--- src/rtl/cpsts_pkg.sv ---
package cpsts_pkg;
   localparam int unsigned STS_W   = 32;
   localparam int unsigned P_CU    = 28;
   localparam int unsigned P_MX    = 24;
   localparam int unsigned P_SR    = 20;
   localparam int unsigned P_NMI   = 19;
   localparam int unsigned P_KX    = 7;
   localparam int unsigned P_SX    = 6;
   localparam int unsigned P_UX    = 5;
   localparam int unsigned P_KSU   = 3;
   localparam int unsigned T_CU    = 28;
   localparam int unsigned T_MX    = 27;
   localparam int unsigned T_KSU   = 11;
   localparam int unsigned T_ASID  = 0;
   localparam int unsigned CU_W    = 4;
   localparam int unsigned KSU_W   = 2;
   localparam int unsigned SEG_W   = 3;

   typedef logic [STS_W-1:0] word_t;

   typedef struct packed {
      logic [CU_W-1:0]  cu;
      logic             mx;
      logic [KSU_W-1:0] ksu;
   } mirror_t;

   function automatic mirror_t pick_fields(input word_t s);
      mirror_t m;
      m.cu  = s[P_CU +: CU_W];
      m.mx  = s[P_MX];
      m.ksu = s[P_KSU +: KSU_W];
      return m;
   endfunction

   function automatic word_t chain_segments(input word_t v);
      word_t r;
      logic  k, s, u;
      k = v[P_KX];
      s = v[P_SX] & k;
      u = v[P_UX] & s;
      r = v;
      r[P_KX] = k;
      r[P_SX] = s;
      r[P_UX] = u;
      return r;
   endfunction
endpackage

--- src/rtl/sts_write_filter.sv ---
module sts_write_filter
   import cpsts_pkg::*;
#(
   parameter bit HAS_SEG64 = 1'b1
) (
   input  word_t old_q,
   input  word_t wr_data,
   input  word_t wr_mask,
   input  logic  r6_mode,
   output word_t next_val
);
   localparam logic [KSU_W-1:0] KSU_ALL = '1;

   word_t chained;
   word_t eff_val;
   word_t eff_msk;

   generate
      if (HAS_SEG64) begin : g_seg
         assign chained = chain_segments(wr_data);
      end else begin : g_noseg
         assign chained = wr_data;
      end
   endgenerate

   always_comb begin
      eff_val = wr_data;
      eff_msk = wr_mask;
      if (r6_mode) begin
         eff_val = chained;
         if (wr_mask[P_KSU +: KSU_W] == KSU_ALL &&
             wr_data[P_KSU +: KSU_W] == KSU_ALL) begin
            eff_msk[P_KSU +: KSU_W] = '0;
         end
         eff_msk[P_SR]  = wr_mask[P_SR]  & ~wr_data[P_SR];
         eff_msk[P_NMI] = wr_mask[P_NMI] & ~wr_data[P_NMI];
      end
      next_val = (old_q & ~eff_msk) | (eff_val & eff_msk);
   end
endmodule

--- src/rtl/sts_flush_detect.sv ---
module sts_flush_detect
   import cpsts_pkg::*;
#(
   parameter bit HAS_SEG64 = 1'b1
) (
   input  logic  clk,
   input  logic  rst_n,
   input  logic  wr_en,
   input  word_t old_q,
   input  word_t next_val,
   output logic  flush_q
);
   logic seg_lost;

   generate
      if (HAS_SEG64) begin : g_seg
         assign seg_lost = |(old_q[P_UX +: SEG_W] & ~next_val[P_UX +: SEG_W]);
      end else begin : g_noseg
         assign seg_lost = 1'b0;
      end
   endgenerate

   always_ff @(posedge clk) begin
      if (!rst_n) begin
         flush_q <= 1'b0;
      end else begin
         flush_q <= wr_en & seg_lost;
      end
   end
endmodule

--- src/rtl/sts_tc_mirror.sv ---
module sts_tc_mirror
   import cpsts_pkg::*;
#(
   parameter int unsigned ASID_W = 8
) (
   input  logic              clk,
   input  logic              rst_n,
   input  logic              load,
   input  word_t             next_val,
   input  logic [ASID_W-1:0] asid,
   output word_t             tc_q
);
   localparam word_t ASID_MASK = word_t'((64'd1 << ASID_W) - 64'd1) << T_ASID;
   localparam word_t FIELD_MASK = (word_t'((1 << CU_W) - 1) << T_CU)
                                | (word_t'(1) << T_MX)
                                | (word_t'((1 << KSU_W) - 1) << T_KSU)
                                | ASID_MASK;

   mirror_t fld;
   word_t   fresh;

   always_comb begin
      fld   = pick_fields(next_val);
      fresh = '0;
      fresh[T_CU +: CU_W]    = fld.cu;
      fresh[T_MX]            = fld.mx;
      fresh[T_KSU +: KSU_W]  = fld.ksu;
      fresh[T_ASID +: ASID_W] = asid;
   end

   always_ff @(posedge clk) begin
      if (!rst_n) begin
         tc_q <= '0;
      end else if (load) begin
         tc_q <= (tc_q & ~FIELD_MASK) | (fresh & FIELD_MASK);
      end
   end
endmodule

--- src/rtl/cop_status_reg.sv ---
module cop_status_reg
   import cpsts_pkg::*;
#(
   parameter int unsigned DATA_W    = 32,
   parameter int unsigned ASID_W    = 8,
   parameter bit          HAS_SEG64 = 1'b1,
   parameter bit          HAS_MT    = 1'b1
) (
   input  logic              clk,
   input  logic              rst_n,
   input  logic              wr_en,
   input  logic [DATA_W-1:0] wr_data,
   input  logic [DATA_W-1:0] wr_mask,
   input  logic              r6_mode,
   input  logic              mt_en,
   input  logic [ASID_W-1:0] asid,
   input  logic              nmi_set,
   output logic [DATA_W-1:0] status_q,
   output logic [DATA_W-1:0] tcstatus_q,
   output logic              tlb_flush
);
   localparam word_t RESET_VAL = (word_t'(1) << P_SR) | (word_t'(1) << P_NMI);

   generate
      if (DATA_W != STS_W) begin : g_bad_width
         $error("cop_status_reg: DATA_W must equal the status word width");
      end
      if (ASID_W < 1 || ASID_W > 8) begin : g_bad_asid
         $error("cop_status_reg: ASID_W must lie in 1..8");
      end
   endgenerate

   word_t sts_r;
   word_t next_val;
   word_t tc_w;

   sts_write_filter #(.HAS_SEG64(HAS_SEG64)) filt_i (
      .old_q    (sts_r),
      .wr_data  (wr_data),
      .wr_mask  (wr_mask),
      .r6_mode  (r6_mode),
      .next_val (next_val)
   );

   sts_flush_detect #(.HAS_SEG64(HAS_SEG64)) flush_i (
      .clk      (clk),
      .rst_n    (rst_n),
      .wr_en    (wr_en),
      .old_q    (sts_r),
      .next_val (next_val),
      .flush_q  (tlb_flush)
   );

   generate
      if (HAS_MT) begin : g_mt
         sts_tc_mirror #(.ASID_W(ASID_W)) mirror_i (
            .clk      (clk),
            .rst_n    (rst_n),
            .load     (wr_en & mt_en),
            .next_val (next_val),
            .asid     (asid),
            .tc_q     (tc_w)
         );
      end else begin : g_nomt
         assign tc_w = '0;
      end
   endgenerate

   always_ff @(posedge clk) begin
      if (!rst_n) begin
         sts_r <= RESET_VAL;
      end else begin
         if (wr_en) begin
            sts_r <= next_val;
         end
         if (nmi_set) begin
            sts_r[P_NMI] <= 1'b1;
         end
      end
   end

   assign status_q   = sts_r;
   assign tcstatus_q = tc_w;
endmodule

--- config.mk ---
export PLATFORM = sky130hd
export DESIGN_NAME = cop_status_reg
export DESIGN_NICKNAME = d
export VERILOG_FILES = /design/src/rtl/cpsts_pkg.sv /design/src/rtl/sts_write_filter.sv /design/src/rtl/sts_flush_detect.sv /design/src/rtl/sts_tc_mirror.sv /design/src/rtl/cop_status_reg.sv
export SDC_FILE = /design/constraint.sdc
export NUM_CORES = 1
export LEC_CHECK = 0
export ABC_AREA = 1
export BUFFER_PORTS_ARGS = -buffer_cell sky130_fd_sc_hd__buf_2
export CAP_MARGIN = 30
export CORE_ASPECT_RATIO = 0.8
export CORE_MARGIN = 4
export CORE_UTILIZATION = 31
export CTS_CLUSTER_DIAMETER = 150
export DETAILED_ROUTE_END_ITERATION = 6
export PLACE_DENSITY = 0.68
export RECOVER_POWER = 50
export SETUP_SLACK_MARGIN = 0.5
export SYNTH_ARGS = -nofsm -noshare
export SYNTH_HDL_FRONTEND = slang
export SYNTH_HIERARCHICAL = 1
export SYNTH_SLANG_ARGS = --single-unit
--- constraint.sdc ---
create_clock -name clk -period 1 [get_ports clk]
set_clock_uncertainty 0.05 [all_clocks]
set_input_delay 0.15 -clock clk [delete_from_list [all_inputs] [get_ports clk]]
set_output_delay 0.15 -clock clk [all_outputs]
set_load 0.02 [all_outputs]
# Word-level counts from Yosys, hierarchy flattened
# Index checks and enable logic that the tools add are counted.
dict set report totals {
  ff_bits 65
  inputBits 78
  out_inout_bits 65
}
dict set report op_classes {
  n_eq_ne 2
  mux 4
  bitwise_logic 16
  reduce_logical 3
}
# op n
set ops {}
lappend ops {{32-bit AND} 2}
lappend ops {{32-bit inverter} 1}
lappend ops {{27-bit by 32-bit OR with 32-bit output} 1}
lappend ops {{32-bit OR} 1}
lappend ops {{7-bit 2-to-1 mux} 1}
lappend ops {{1-bit AND} 6}
lappend ops {{2-bit 2-to-1 mux} 3}
lappend ops {{2-bit == test, second input constant} 2}
lappend ops {{3-bit AND} 1}
lappend ops {{1-bit inverter} 3}
lappend ops {{3-bit inverter} 1}
lappend ops {{3-bit OR reduction} 1}
lappend ops {{2-bit OR reduction} 1}
lappend ops {{1-bit logical AND} 1}

# Logic depth before layout (Yosys ltp)
dict set report depth {
  word_depth 11
  mapped_depth 9
  ltp_nobuf 9
}

# Modules after synthesis
# Netlist, hierarchy kept.
# module n_inst cells_each area_each_um2
set by_module_without_submodules {}
lappend by_module_without_submodules {cop_status_reg 1 203 1341.3}
lappend by_module_without_submodules {sts_tc_mirror 1 112 764.5}
lappend by_module_without_submodules {sts_write_filter 1 58 434.2}
lappend by_module_without_submodules {sts_flush_detect 1 12 62.6}

# Least setup slack after synthesis
# OpenSTA, ideal clock, no wires.
dict set report synth_timing {
  path_type {register to register}
  start {register sts_r[6], in the netlist status_q[6]}
  end {register flush_i.flush_q}
  setup_time_ns 0.109
  arrival_time_ns 0.952
  required_time_ns 0.841
  path_slack_ns -0.111
  stages_incl_launch_ff 8
  path_buffers 0
  period_less_slack_ns 1.111
  cell_sequence {dfxtp_1 -> inv_1 -> o21ai_0 -> inv_1 -> nand2_1 -> nand3_1 -> nand2_1 -> inv_1}
}
dict set report synth_between {
  elab_chain_len 6
}
# element line
set synth_lines {}
lappend synth_lines {{start, declared} cop_status_reg.sv:33} ;# word_t sts_r;
lappend synth_lines {{start signal, assigned} cop_status_reg.sv:74} ;# sts_r <= next_val;
lappend synth_lines {{32-bit AND} sts_write_filter.sv:38} ;# next_val = (old_q & ~eff_msk) | (eff_val & eff_msk);
lappend synth_lines {{32-bit OR} sts_write_filter.sv:38}
lappend synth_lines {{via next_val[6]} cop_status_reg.sv:34} ;# word_t next_val;
lappend synth_lines {{3-bit inverter} sts_flush_detect.sv:17} ;# assign seg_lost = |(old_q[P_UX +: SEG_W] & ~next_val[P_UX +: SEG_W]);
lappend synth_lines {{3-bit AND} sts_flush_detect.sv:17}
lappend synth_lines {{3-bit OR reduction} sts_flush_detect.sv:17}
lappend synth_lines {{1-bit AND} sts_flush_detect.sv:27} ;# flush_q <= wr_en & seg_lost;
lappend synth_lines {{end signal, assigned} sts_flush_detect.sv:27}
lappend synth_lines {{end, declared} sts_flush_detect.sv:11} ;# output logic flush_q
# The timed path passes the listed nets, and every way through them passes these cells.
# A chain may end at the register's enable or synchronous reset.

# Worst setup path in the final report
dict set report layout_timing {
  start {register sts_r[28], in the netlist status_q[28]}
  end {output status_q[28]}
}
# element line
set layout_rtl {}
lappend layout_rtl {{end, declared} cop_status_reg.sv:18} ;# output logic [DATA_W-1:0] status_q,
# No word-level cell between the ends.

==> reports/results.ini <==
[status]
status = finished with violations
violations = setup timing

[timing]
fin_crit_sh_pct = 104
fmax_mhz = 962
slew_viol_final = 0
final-hold-violation-count = 0
period_needed_ns = 1.04
hold_ws_ns = 0.0220
worst_slack_ns = -0.0392
rsz0062_at_grt = true
finalSetupViolCount = 4

[critical_path]
arrival_ns = 0.84
crit_top_cell = buf_6
crit_buf_inv = 2
cp_cell_sequence = buf_6 > buf_6
worst_setup_path_start_kind = flip-flop
crit_required_ns = 0.80
path_max_fanout = 2
cp-end-kind = output pin
slowest_stage = dfxtp_2
cp_top_family = flip-flops
cpPeakStageDelay_ns = 0.33
path_class = reg -> out

[cells_and_area]
final_common_cell = nand2_1
regArea_um2 = 1100
drive_gt1_share_pct = 58.6
final_core_util_pct = 54.1
multi_input_area_um2 = 1490
n_fill_cell = 767
fin_nets = 613
syn_to_final_growth_pct = 67.6
antenna_cells = 0
final_cell_mix = nand2_1 (88), buf_2 (75), nor2_1 (69)

[clock_network]
clkLatencyLatePin_ns = 0.29
cts_buffers = 5
path_clk_slew_ns = 0.08
h-tree-depth = 2
clockRootBuffer = clkbuf_8
cts_tree = done
cts_max_path_buffers = 2
cts_sinks = 48

[routing]
vias = 2686
drc = 0
ant_nets = 0
wirelength_um = 7400
firstDrtPassIters = 4
wire_per_inst_um = 11.5
drt_iter0_markers = 92
via_per_inst = 4.17

[floorplan]
die_w_um = 110
die_area_um2 = 9930
rows = 29
core_area_um2 = 8060
ios = 143
initial_utilization_pct = 32.3
die_h_um = 90.0

[grt]
met3_usage_pct = 4.30
overflow = 0
grt_pass1_vias = 2616
grt_use_met1_pct = 17.9
grt_first_pass_wirelength_um = 12300
top_usage_layer = met2
grt_max_degree = 65
met2_usage_pct = 25.2
track_usage_pct = 14.4
antenna_found_initial = 0

[synthesis]
yosys_warnings = 6
synth_compound_area_share_pct = 2.55
yosys.area_share.adder_pct = 0
synth_xor_area_share_pct = 0
seq_area_frac_synth_pct = 36.9
synth_simple_gate_area_share_pct = 31.1
syn_area_um2 = 2600
syn_inst = 385
avgSynthCellArea_um2 = 6.76
synth_cell_types = 16
synth_top_family_by_area = simple AND/OR/NAND/NOR gates
ys_ff_latch = 48
synth_mux_area_share_pct = 10.8

[power_and_ir_drop]
power_frac_comb_pct = 32.7
power_frac_seq_pct = 43.6
power_per_cell_area_nw_per_um2 = 1130
netSwitchingPower_mw = 1.52
p_leak_nw = 2.30
peakVddDrop_v = 0.000602
clockPowerShare_pct = 23.8
switching_share_pct = 30.7
intPower_mw = 3.42

[placed_design]
dpl.hpwl_um = 4970
place.gp.congestion = 0.763
port_buffers = 125

[job]
max_cap_violations = 0

[hold_path]
hp-class = in -> reg

-- flip-flops by register name, indices dropped and copies added, names as in the netlist --
signal              count
g_mt.mirror_i/tc_q     15
status_q               32
flush_i/flush_q         1
-- synth_stat cells (all sizes together) --
cell / instances / share of area [%]
buf: 31 / 9.5
o211ai: 2 / 0.58
nor2: 93 / 14
o21bai: 2 / 0.58
inv: 62 / 8.9
a21oi: 5 / 0.96
o21ai: 1 / 0.19
nand3: 6 / 1.2
dfxtp: 48 / 37
conb: 1 / 0.14
mux2: 25 / 11
nand2: 108 / 16
o22ai: 1 / 0.24
-- cell families after synthesis --
family                 after synthesis
DFF                                 48
other                                1
AOI/OAI and AO/OA                   11
muxes                               25
buffers and inverters               93
and+or+nand+nor                    207
-- metrics by stage --
stage	setup WS (ns)	instances	instance area, um^2	TNS, ns	power, mW
2_1_floorplan	0.0580	401	2950	0	3.00
3_3_place_gp	0.0162	613	3540	0	3.30
3_5_place_dp	0.0118	613	3540	0	3.33
4_1_cts	-0.0640	636	4210	-0.0726	4.92
5_1_grt	-0.0786	644	4360	-0.862	5.25
6_report	-0.0392	644	4360	-0.0763	4.94
-- worst paths after layout --
check,start,endpoint,slack [ns],cells after the start
setup / recovery,status_q[28]$_SDFFE_PN0P_,status_q[28],-0.04,2
hold / removal,nmi_set,status_q[19]$_SDFFE_PP1P_,0.02,3
setup reg to reg,status_q[1]$_SDFFE_PN0P_,status_q[1]$_SDFFE_PN0P_,0.02,5
hold reg to reg,status_q[24]$_SDFFE_PN0P_,status_q[24]$_SDFFE_PN0P_,0.44,2
-- layer usage --
metal,routed length [um],vias up
met5,0,-
met4,26,0
met3,539,4
li1,-,1396
met2,3600,95
met1,3240,1191
-- final cells by class --
class                   count  area share [%]
multi-input cells         260            34.1
repair buffers            158            30.1
flip-flops and latches     48            25.1
inverters                  62            5.51
well taps                 108            3.10
clock buffers               8            2.07
-- worst reg2reg max path, delay by kind of cell, from the launching register on --
family        cells  cell delay [ns]
simple gates      3             0.15
buf+inv           1             0.05
flops             1             0.36
mux               1             0.27
-- power groups by stage --
stage / clock network [mW] / registers (mW) / logic (mW)
after CTS: 1.26 / 2.15 / 1.51
after global routing: 1.31 / 2.18 / 1.76
final: 1.17 / 2.15 / 1.61
after floorplan: 0 / 2.32 / 0.681
after detailed placement: 0 / 2.16 / 1.17
after global placement: 0 / 2.16 / 1.15
-- repair_timing --
| action | 4_1_cts | 5_1_grt |
|---|---|---|
| endpoints found under the setup margin | 96 | 96 |
| buffers inserted | 14 | 6 |
| gates cloned | 1 | 2 |
| pin swaps | 10 | 11 |
| gates resized for setup | 166 | 37 |
| hold buffers | 0 | 0 |
No activity file was read; power rests on OpenSTA's default activity.
